## src/rtl/can_acf_pkg.sv

```systemverilog
package can_acf_pkg;

    localparam int NUM_CTR  = 15;
    localparam int ID_W     = 29;
    localparam int STD_W    = 11;
    localparam int IDX_W    = $clog2(NUM_CTR + 1);
    localparam int DLC_W    = 4;
    localparam int MAX_DLC  = 8;
    localparam int BYTE_W   = 8;
    localparam int MEDIA_MIN_LEN = 2;

    typedef struct packed {
        logic             en;
        logic             ext;
        logic             tx;
        logic             gmask;
        logic             media;
        logic [DLC_W-1:0] dlc;
        logic [ID_W-1:0]  id;
    } ctr_cfg_t;

    typedef struct packed {
        logic [ID_W-1:0]   id_mask;
        logic [BYTE_W-1:0] mmask0;
        logic [BYTE_W-1:0] marb0;
        logic [BYTE_W-1:0] mmask1;
        logic [BYTE_W-1:0] marb1;
    } glb_cfg_t;

    typedef struct packed {
        logic              ext;
        logic [ID_W-1:0]   id;
        logic [DLC_W-1:0]  dlc;
        logic [BYTE_W-1:0] b0;
        logic [BYTE_W-1:0] b1;
    } frame_t;

    typedef struct packed {
        logic             ext;
        logic [ID_W-1:0]  id;
    } fifo_ent_t;

    function automatic logic [DLC_W-1:0] clip_len(input logic [DLC_W-1:0] d);
        return (d > DLC_W'(MAX_DLC)) ? DLC_W'(MAX_DLC) : d;
    endfunction

    function automatic logic id_equal(input logic [ID_W-1:0] a,
                                      input logic [ID_W-1:0] b,
                                      input logic [ID_W-1:0] mask,
                                      input logic            ext);
        logic [ID_W-1:0] width_sel;
        width_sel = ext ? {ID_W{1'b1}} : {{(ID_W-STD_W){1'b0}}, {STD_W{1'b1}}};
        return (((a ^ b) & mask & width_sel) == '0);
    endfunction

    function automatic logic byte_equal(input logic [BYTE_W-1:0] a,
                                        input logic [BYTE_W-1:0] b,
                                        input logic [BYTE_W-1:0] mask);
        return (((a ^ b) & mask) == '0);
    endfunction

endpackage

```

## src/rtl/acf_cfg_bank.sv

```systemverilog
module acf_cfg_bank
    import can_acf_pkg::*;
#(
    parameter int N_CTR = NUM_CTR
) (
    input  logic                       clk,
    input  logic                       rst,
    input  logic                       we,
    input  logic [IDX_W-1:0]           addr,
    input  ctr_cfg_t                   wr_ctr,
    input  glb_cfg_t                   wr_glb,
    output ctr_cfg_t [N_CTR-1:0]       ctr_q,
    output glb_cfg_t                   glb_q
);

    always_ff @(posedge clk) begin
        if (rst) begin
            glb_q <= '0;
        end else if (we && addr == '0) begin
            glb_q <= wr_glb;
        end
    end

    generate
        for (genvar c = 0; c < N_CTR; c++) begin : g_ctr
            localparam logic RX_ONLY = (c == N_CTR - 1);
            always_ff @(posedge clk) begin
                if (rst) begin
                    ctr_q[c] <= '0;
                end else if (we && addr == IDX_W'(c + 1)) begin
                    ctr_q[c]     <= wr_ctr;
                    ctr_q[c].dlc <= clip_len(wr_ctr.dlc);
                    if (RX_ONLY) begin
                        ctr_q[c].tx <= 1'b0;
                    end
                end
            end
        end
    endgenerate

endmodule

```

## src/rtl/acf_match_core.sv

```systemverilog
module acf_match_core
    import can_acf_pkg::*;
#(
    parameter int N_CTR = NUM_CTR
) (
    input  logic                 clk,
    input  logic                 rst,
    input  ctr_cfg_t [N_CTR-1:0] ctr,
    input  glb_cfg_t             glb,
    input  logic                 frm_valid,
    input  frame_t               frm,
    output logic                 res_valid,
    output logic                 res_hit,
    output logic [IDX_W-1:0]     res_idx,
    output logic                 fifo_push,
    output fifo_ent_t            fifo_ent
);

    logic [N_CTR-1:0]  hit_vec;
    logic [DLC_W-1:0]  frm_len;
    logic              win_any;
    logic [IDX_W-1:0]  win_idx;

    assign frm_len = clip_len(frm.dlc);

    generate
        for (genvar c = 0; c < N_CTR; c++) begin : g_cmp
            logic [ID_W-1:0]   id_msk;
            logic [BYTE_W-1:0] m0, m1;
            logic              id_ok, fmt_ok, len_ok, media_ok;
            always_comb begin
                id_msk   = ctr[c].gmask ? glb.id_mask : {ID_W{1'b1}};
                m0       = ctr[c].gmask ? glb.mmask0 : {BYTE_W{1'b1}};
                m1       = ctr[c].gmask ? glb.mmask1 : {BYTE_W{1'b1}};
                fmt_ok   = (ctr[c].ext == frm.ext);
                id_ok    = id_equal(frm.id, ctr[c].id, id_msk, frm.ext);
                len_ok   = (frm_len <= ctr[c].dlc);
                media_ok = !ctr[c].media ||
                           ((frm_len >= DLC_W'(MEDIA_MIN_LEN)) &&
                            byte_equal(frm.b0, glb.marb0, m0) &&
                            byte_equal(frm.b1, glb.marb1, m1));
                hit_vec[c] = ctr[c].en && !ctr[c].tx && fmt_ok && id_ok &&
                             len_ok && media_ok;
            end
        end
    endgenerate

    always_comb begin
        win_any = 1'b0;
        win_idx = '0;
        for (int c = N_CTR - 1; c >= 0; c--) begin
            if (hit_vec[c]) begin
                win_any = 1'b1;
                win_idx = IDX_W'(c + 1);
            end
        end
    end

    assign fifo_push    = frm_valid && win_any && (win_idx == IDX_W'(N_CTR));
    assign fifo_ent.ext = frm.ext;
    assign fifo_ent.id  = frm.ext ? frm.id : {{(ID_W-STD_W){1'b0}}, frm.id[STD_W-1:0]};

    always_ff @(posedge clk) begin
        if (rst) begin
            res_valid <= 1'b0;
            res_hit   <= 1'b0;
            res_idx   <= '0;
        end else begin
            res_valid <= frm_valid;
            if (frm_valid) begin
                res_hit <= win_any;
                res_idx <= win_idx;
            end
        end
    end

    assert_result_follows_R2: assert property (@(posedge clk) disable iff (rst)
        frm_valid |=> res_valid);
    assert_result_only_after_R2: assert property (@(posedge clk) disable iff (rst)
        res_valid |-> $past(frm_valid));
    assert_miss_index_zero_R13: assert property (@(posedge clk) disable iff (rst)
        (res_valid && !res_hit) |-> (res_idx == '0));
    assert_hit_index_nonzero_R13: assert property (@(posedge clk) disable iff (rst)
        (res_valid && res_hit) |-> (res_idx != '0));
    assert_reset_quiet_R1: assert property (@(posedge clk)
        $past(rst) |-> (!res_valid && !res_hit));

endmodule

```

## src/rtl/acf_rx_fifo.sv

```systemverilog
module acf_rx_fifo
    import can_acf_pkg::*;
#(
    parameter int DEPTH = 4
) (
    input  logic      clk,
    input  logic      rst,
    input  logic      push,
    input  fifo_ent_t push_ent,
    input  logic      pop,
    input  logic      ovr_clr,
    output fifo_ent_t head,
    output logic      full,
    output logic      empty,
    output logic      ovr
);

    localparam int PTR_W = (DEPTH > 1) ? $clog2(DEPTH) : 1;
    localparam int CNT_W = $clog2(DEPTH + 1);

    fifo_ent_t        mem [DEPTH];
    logic [PTR_W-1:0] wptr, rptr;
    logic [CNT_W-1:0] count;
    logic             do_pop, do_push;

    assign full    = (count == CNT_W'(DEPTH));
    assign empty   = (count == '0);
    assign do_pop  = pop && !empty;
    assign do_push = push && (!full || do_pop);
    assign head    = mem[rptr];

    function automatic logic [PTR_W-1:0] ptr_inc(input logic [PTR_W-1:0] p);
        return (p == PTR_W'(DEPTH - 1)) ? '0 : p + 1'b1;
    endfunction

    always_ff @(posedge clk) begin
        if (rst) begin
            wptr  <= '0;
            rptr  <= '0;
            count <= '0;
            ovr   <= 1'b0;
            for (int i = 0; i < DEPTH; i++) mem[i] <= '0;
        end else begin
            if (do_push) begin
                mem[wptr] <= push_ent;
                wptr      <= ptr_inc(wptr);
            end
            if (do_pop) rptr <= ptr_inc(rptr);
            case ({do_push, do_pop})
                2'b10:   count <= count + 1'b1;
                2'b01:   count <= count - 1'b1;
                default: count <= count;
            endcase
            if (push && !do_push) ovr <= 1'b1;
            else if (ovr_clr)     ovr <= 1'b0;
        end
    end

    assert_count_bound_R11: assert property (@(posedge clk) disable iff (rst)
        count <= CNT_W'(DEPTH));
    assert_flags_exclusive_R11: assert property (@(posedge clk) disable iff (rst)
        !(full && empty));
    assert_overrun_sets_R12: assert property (@(posedge clk) disable iff (rst)
        (push && full && !pop) |=> ovr);
    assert_overrun_sticky_R12: assert property (@(posedge clk) disable iff (rst)
        (ovr && !ovr_clr) |=> ovr);
    assert_reset_empty_R1: assert property (@(posedge clk)
        $past(rst) |-> (empty && !ovr));

endmodule

```

## src/rtl/can_accept_filter.sv

```systemverilog
module can_accept_filter
    import can_acf_pkg::*;
#(
    parameter int FIFO_DEPTH = 4
) (
    input  logic              clk,
    input  logic              rst,
    input  logic              cfg_we,
    input  logic [3:0]        cfg_addr,
    input  logic [28:0]       cfg_id,
    input  logic              cfg_ext,
    input  logic              cfg_tx,
    input  logic              cfg_gmask,
    input  logic              cfg_media,
    input  logic              cfg_en,
    input  logic [3:0]        cfg_dlc,
    input  logic [7:0]        cfg_mmask0,
    input  logic [7:0]        cfg_marb0,
    input  logic [7:0]        cfg_mmask1,
    input  logic [7:0]        cfg_marb1,
    input  logic              frm_valid,
    input  logic              frm_ext,
    input  logic [28:0]       frm_id,
    input  logic [3:0]        frm_dlc,
    input  logic [7:0]        frm_byte0,
    input  logic [7:0]        frm_byte1,
    output logic              res_valid,
    output logic              res_hit,
    output logic [3:0]        res_idx,
    input  logic              fifo_pop,
    input  logic              fifo_ovr_clr,
    output logic [28:0]       fifo_id,
    output logic              fifo_ext,
    output logic              fifo_full,
    output logic              fifo_empty,
    output logic              fifo_ovr
);

    ctr_cfg_t [NUM_CTR-1:0] ctr_q;
    glb_cfg_t               glb_q;
    ctr_cfg_t               wr_ctr;
    glb_cfg_t               wr_glb;
    frame_t                 frm;
    logic                   push;
    fifo_ent_t              push_ent, head;

    always_comb begin
        wr_ctr.en    = cfg_en;
        wr_ctr.ext   = cfg_ext;
        wr_ctr.tx    = cfg_tx;
        wr_ctr.gmask = cfg_gmask;
        wr_ctr.media = cfg_media;
        wr_ctr.dlc   = cfg_dlc;
        wr_ctr.id    = cfg_id;
        wr_glb.id_mask = cfg_id;
        wr_glb.mmask0  = cfg_mmask0;
        wr_glb.marb0   = cfg_marb0;
        wr_glb.mmask1  = cfg_mmask1;
        wr_glb.marb1   = cfg_marb1;
        frm.ext = frm_ext;
        frm.id  = frm_id;
        frm.dlc = frm_dlc;
        frm.b0  = frm_byte0;
        frm.b1  = frm_byte1;
    end

    acf_cfg_bank #(.N_CTR(NUM_CTR)) u_cfg (
        .clk    (clk),
        .rst    (rst),
        .we     (cfg_we),
        .addr   (cfg_addr),
        .wr_ctr (wr_ctr),
        .wr_glb (wr_glb),
        .ctr_q  (ctr_q),
        .glb_q  (glb_q)
    );

    acf_match_core #(.N_CTR(NUM_CTR)) u_match (
        .clk       (clk),
        .rst       (rst),
        .ctr       (ctr_q),
        .glb       (glb_q),
        .frm_valid (frm_valid),
        .frm       (frm),
        .res_valid (res_valid),
        .res_hit   (res_hit),
        .res_idx   (res_idx),
        .fifo_push (push),
        .fifo_ent  (push_ent)
    );

    acf_rx_fifo #(.DEPTH(FIFO_DEPTH)) u_fifo (
        .clk      (clk),
        .rst      (rst),
        .push     (push),
        .push_ent (push_ent),
        .pop      (fifo_pop),
        .ovr_clr  (fifo_ovr_clr),
        .head     (head),
        .full     (fifo_full),
        .empty    (fifo_empty),
        .ovr      (fifo_ovr)
    );

    assign fifo_id  = head.id;
    assign fifo_ext = head.ext;

    assert_push_only_slot15_R11: assert property (@(posedge clk) disable iff (rst)
        (res_valid && res_hit && res_idx != 4'd15) |-> $stable(fifo_empty) || fifo_pop
            || $past(fifo_pop));

endmodule

```

## config.mk

```make
export PLATFORM = sky130hd
export DESIGN_NAME = can_accept_filter
export DESIGN_NICKNAME = d
export VERILOG_FILES = /design/src/rtl/can_acf_pkg.sv /design/src/rtl/acf_cfg_bank.sv /design/src/rtl/acf_match_core.sv /design/src/rtl/acf_rx_fifo.sv /design/src/rtl/can_accept_filter.sv
export SDC_FILE = /design/constraint.sdc
export NUM_CORES = 2
export LEC_CHECK = 0
export ABC_CLOCK_PERIOD_IN_PS = 9100
export BUFFER_PORTS_ARGS = -buffer_cell sky130_fd_sc_hd__clkbuf_2
export CORE_ASPECT_RATIO = 1.2
export CORE_MARGIN = 1
export CORE_UTILIZATION = 68
export DETAILED_ROUTE_END_ITERATION = 7
export PLACE_DENSITY_LB_ADDON = 0.05
export SYNTH_ARGS = -nofsm -noshare
export SYNTH_HDL_FRONTEND = slang
export SYNTH_HIERARCHICAL = 1
export SYNTH_SLANG_ARGS = --single-unit
export TNS_END_PERCENT = 30
```

## constraint.sdc

```tcl
create_clock -name clk -period 9.1 [get_ports clk]
set_input_delay 0.455 -clock clk [delete_from_list [all_inputs] [get_ports clk]]
set_output_delay 0.455 -clock clk [all_outputs]
set_load 0.02 [all_outputs]
```

Word level (Yosys, flattened, before mapping). Memory sizes are Yosys's and may differ from the RTL's. A register that Yosys moved wholly into a read port is not among the register bits. Index checks and enable logic that the tools add are counted.

$add $sub $neg: 4. $lt $le $gt $ge: 18. Eq/ne operators: 36. Multiplexer cells: 94. Bitwise logic cells: 77. Reduce and logical (&&, ||, !) cells: 223.

Operators by type and width (number): bitwise AND 29 bit (30); two-way mux 29 bit (17); logical NOT 29 bit (15); bitwise XOR 29 bit (15); bitwise AND 8 bit (30); logical NOT 8 bit (30); two-way mux 8 bit (30); logical AND 1 bit (125); two-way mux 4 bit (17); less-or-equal comparator 4 bit (15); equality test 4 bit, second input constant (9); logical NOT 1 bit (32); two-way mux 30 bit (1); OR reduction 30 bit (1); two-way mux 1 bit (23); equality test 4 x 3 -> 1 bit, second input constant (4); logical OR 1 bit (16); bitwise XOR 8 bit (2); equality test 1 bit (15); two-way mux 2 bit (5); equality test 4 x 2 -> 1 bit, second input constant (2); greater-than comparator 4 bit, second input constant (2); equality test 2 bit, second input constant (3); case mux 3 bit (2 select lines) (1); 10 further kinds (12).

Bits in registers: 644. Memory bits (writable): 120. Logic and storage cells: 569. Memories: 1.

Memories: u_fifo.mem (words 4, bits a word 30, read ports 1, clocked after Yosys merged registers in 1, wr ports 4, RTL line acf_rx_fifo.sv:21) `fifo_ent_t mem [DEPTH];`.

Logic depth before layout (Yosys ltp).
Depth after elaboration: 30. Depth in mapped cells: 18.

Cells and area by module. Netlist, hierarchy kept.

By module, submodules not included: acf_cfg_bank (times used 1, cells an instance 2221, area an instance 24305.8 µm²); acf_match_core (times used 1, cells an instance 1669, area an instance 11439.7 µm²); acf_rx_fifo (times used 1, cells an instance 351, area an instance 5778.0 µm²).

Least setup slack after synthesis. No wires, ideal clock.

Kind: input -> register. Start point: input frm_dlc[1]. End point: memory u_fifo/mem[3][0] in the netlist's numbering, enable pin. Setup time: 0.423 ns. Arrival time: 4.982 ns. Required time: 8.677 ns. Slack: 3.695 ns. Stages on the path: 15. Buffers on the path: 1. Cells stage by stage: nor2b_1 ha_1 nor2b_1 o21a_1 o21a_1 o21ai_0 nand4_1 and2_1 o311ai_1 nand2_1 a2111oi_1 buf_2 inv_1 a21o_4 o21bai_1.

RTL lines: start, declared (RTL line can_accept_filter.sv:24) `input logic [3:0] frm_dlc,`; end, declared (RTL line acf_rx_fifo.sv:21).

==> impl_metrics.py <==
metrics = {
    "status": {
        "status": "finished, final reports clean",
    },
    "synth": {
        "synth_cell_types": 81,
        "synth-edff-count": 120,
        "synth.most_common_cell": "dfxtp_1",
        "synth_compound_area_frac": 0.0927,
        "yosysWarnings": 6,
        "synth_xor_area_frac": 0.0983,
        "synth.top_cells.by_area": "dfxtp_1 31%, mux2i_1 14%, nand2b_1 9.5%",
        "yosys.area.top_type": "dfxtp_1",
        "yosys.area_share.adder": 0.0192,
        "synthMuxAreaShare": 0.154,
        "synth_area_um2": 41500,
        "syn_inst": 4241,
        "synth_top_family_by_area": "simple AND/OR/NAND/NOR gates",
        "ys_seq_area_frac": 0.398,
        "ys_top_cells_by_count": "646 x dfxtp_1, 630 x nand2b_1, 571 x mux2i_1, 307 x xor2_1, 274 x o21ai_0",
        "synth-simple-area-share": 0.185,
        "synth_top_area_frac": 0.311,
        "synth_seq_cells": 766,
        "syn-num-nets": 4434,
        "syn_area_per_cell_um2": 9.79,
        "synthArstFlopShare": 0,
        "ys.flop_type": "dfxtp_1",
    },
    "worst_hold_path": {
        "holdCritPathClass": "in2reg",
        "holdPathStages": 3,
        "min_to": "u_cfg/glb_q[30]",
        "min_from": "cfg_mmask0[6]",
    },
    "sta": {
        "fmax_mhz": 157,
        "period_share": 0.702,
        "worst_pin_slew_ns": 1.28,
        "fin_setup_tns_ns": 0,
        "slew_headroom": 0.137,
        "skew_ns": 0.0298,
        "hold_violations": 0,
        "fin_crit_ns": 6.39,
        "setup_violations": 0,
        "whs_ns": 0.0438,
        "rsz0062_at_grt": "no",
        "finalMaxSlewViolations": 0,
    },
    "critical_path": {
        "cp-start-kind": "register",
        "path_max_fanout": 31,
        "critPathKind": "reg2reg",
        "r2r_setup_slack_ns": 2.71,
        "arrival_ns": 6.69,
        "reg2regPathDepth": 15,
        "end_kind": "register",
        "r2r-start": "u_cfg/ctr_q[414]",
        "reg2reg_to": "u_fifo/mem[1][27]",
        "required_ns": 9.41,
    },
    "clock_network": {
        "ctsResizeCount": 0,
        "ctsHtreeMaxLevel": 3,
        "cts_setup_buffers": 0,
        "clk_latency_ns": 0.65,
        "cts.clk_slew.worst_paths_ns": 0.06,
        "cts_tree": "yes",
        "ctsHoldBuffers": 0,
        "cts_buffer_depth": 3,
        "clock-root-buffer": "clkbuf_16",
        "cts_sinks": 766,
        "cts_buffers": 79,
    },
    "floorplanning": {
        "fp.dieH_um": 273,
        "ios": 169,
        "start_util": 0.693,
        "die_w_um": 228,
        "dieArea_um2": 62100,
        "core_um2": 60000,
        "placementRows": 98,
    },
    "detailed_routing": {
        "dr.pass1.iters": 6,
        "post-route-drc-count": 0,
        "wl_per_cell_um": 27.1,
        "via_per_inst": 6.47,
        "final_antenna_net_count": 0,
        "wl_um": 137000,
        "drt_iter0_drc": 3750,
        "num_vias": 32704,
    },
    "power_and_ir_drop": {
        "vdd_drop_max_uv": 174,
        "power_density_nw_per_um2": 169,
        "power_leakage_uw": 0.0197,
    },
    "place": {
        "gp_congestion": 0.972,
        "io_buffers": 168,
        "hpwl_um": 85600,
    },
    "layout": {
        "final_nets": 4384,
        "syn2layout_area_growth_pct": 7.70,
        "drive_gt1_frac": 0.102,
    },
    "global_route": {
        "grt_util_all_layers": 0.437,
        "grt_pass1_wl_um": 200000,
        "antenna_found_initial": 5,
        "grt_overflow": 0,
        "grt_pass1_vias": 31811,
        "grt_start_max_net_pins": 122,
    },
    "flow_run": {
        "maxCapViolations": 0,
    },
}
critical path, cell delays in order, from the launching register on:
cell       delay (ns)
dfxtp_1          0.68
inv_2            0.35
o21ai_0          0.57
nand4_1          0.23
o41ai_1          0.77
and4b_1          0.33
nand2_1          0.08
o311ai_1         0.09
nand2_1          0.11
a2111oi_2        0.69
buf_4            0.28
inv_1            0.13
a211oi_4         0.46
and3b_4          0.51
or2_1            0.36
buf_4            0.39
worst max-delay path by stage:
stage                                 from                end  slack (ns)  cells past startpoint
after CTS                 u_cfg/ctr_q[528]  u_fifo/mem[1][27]        2.95                     15
after detailed placement        frm_dlc[3]  u_fifo/mem[1][14]        2.71                     18
after global routing      u_cfg/ctr_q[490]   u_fifo/mem[1][7]        2.50                     15
final                     u_cfg/ctr_q[414]  u_fifo/mem[1][27]        2.71                     15
after global placement          frm_dlc[3]  u_fifo/mem[1][15]        2.81                     18
after floorplan                 frm_dlc[1]   u_fifo/mem[3][0]        3.69                     15
placed cells by master, fill, tap and decap left out, types with 6 or more instances in the layout:
cell       count
o21a_1        22
nand4_1       77
nor4_1        19
buf_4         69
nor2_1        26
clkbuf_16     79
clkbuf_1      19
mux2i_1      571
inv_1         78
nand4b_1       7
a21oi_1      128
and4_1         7
ha_1          62
dfxtp_1      645
nand3_1       71
a222oi_1       6
xor2_1       307
inv_2          6
o21ai_0      274
or4_1         20
edfxtp_1     120
clkbuf_8      17
and2_1       144
o22ai_1       57
mux4_2        30
nand2_2       10
clkbuf_2     165
nor2b_1      126
inv_6          6
o41ai_1        9
nor3_1        15
clkinv_2      13
nand2b_1     630
a22oi_1       21
o31ai_1       63
nand2_1       51
nor4b_1        6
xnor2_1      157
stage by stage:
stage	power (uW)	instances	cell area [um2]	utilization	setup WS [ns]
after global routing	7750	5052	44700	0.746	2.50
final	7580	5054	44700	0.746	2.71
after floorplan	4060	4241	41500	-	3.69
after CTS	7560	5052	44700	0.746	2.95
after detailed placement	4300	4910	42100	0.703	2.71
after global placement	4300	4910	42100	0.703	2.81
power by group:
group	internal, uW	switching [uW]	leakage [uW]
Clock	1890	1420	0.00129
Sequential	3490	41.7	0.00640
Combinational	251	474	0.0120
cells by family after synthesis:
group,after synthesis
AOI/OAI and AO/OA,638
xor gates and xnor gates,465
muxes,602
other,1
and+or+nand+nor,1254
DFF,766
adders and majority gates,63
buffers and inverters,452
layout make-up:
class / instances / area [um2]
diodes: 2 / 5.00
clock buffers: 115 / 2280
clock inverters: 27 / 312
fillers: 4424 / 15200
inverters: 84 / 315
multi-input cells: 3023 / 22900
flip-flops and latches: 766 / 16500
well taps: 800 / 1000
repair buffers: 237 / 1370
per-layer routing:
layer	vias to the layer above	wire length, um	GRT usage
li1	14504	-	-
met1	15799	51800	0.537
met2	1844	60500	0.675
met3	555	12700	0.0848
met4	2	12000	0.336
met5	-	18	0
flip-flops by register name, summed over array words and instances, names as in the netlist, named ones only:
register           flops
u_match/res_idx        4
u_cfg/glb_q           61
u_fifo/mem           120
u_fifo/count           3
u_cfg/ctr_q          569
u_fifo/wptr            2
u_match/res_hit        1
u_fifo/rptr            2
u_match/res_valid      1
u_fifo/ovr             1
No activity file was read; power rests on OpenSTA's default activity.
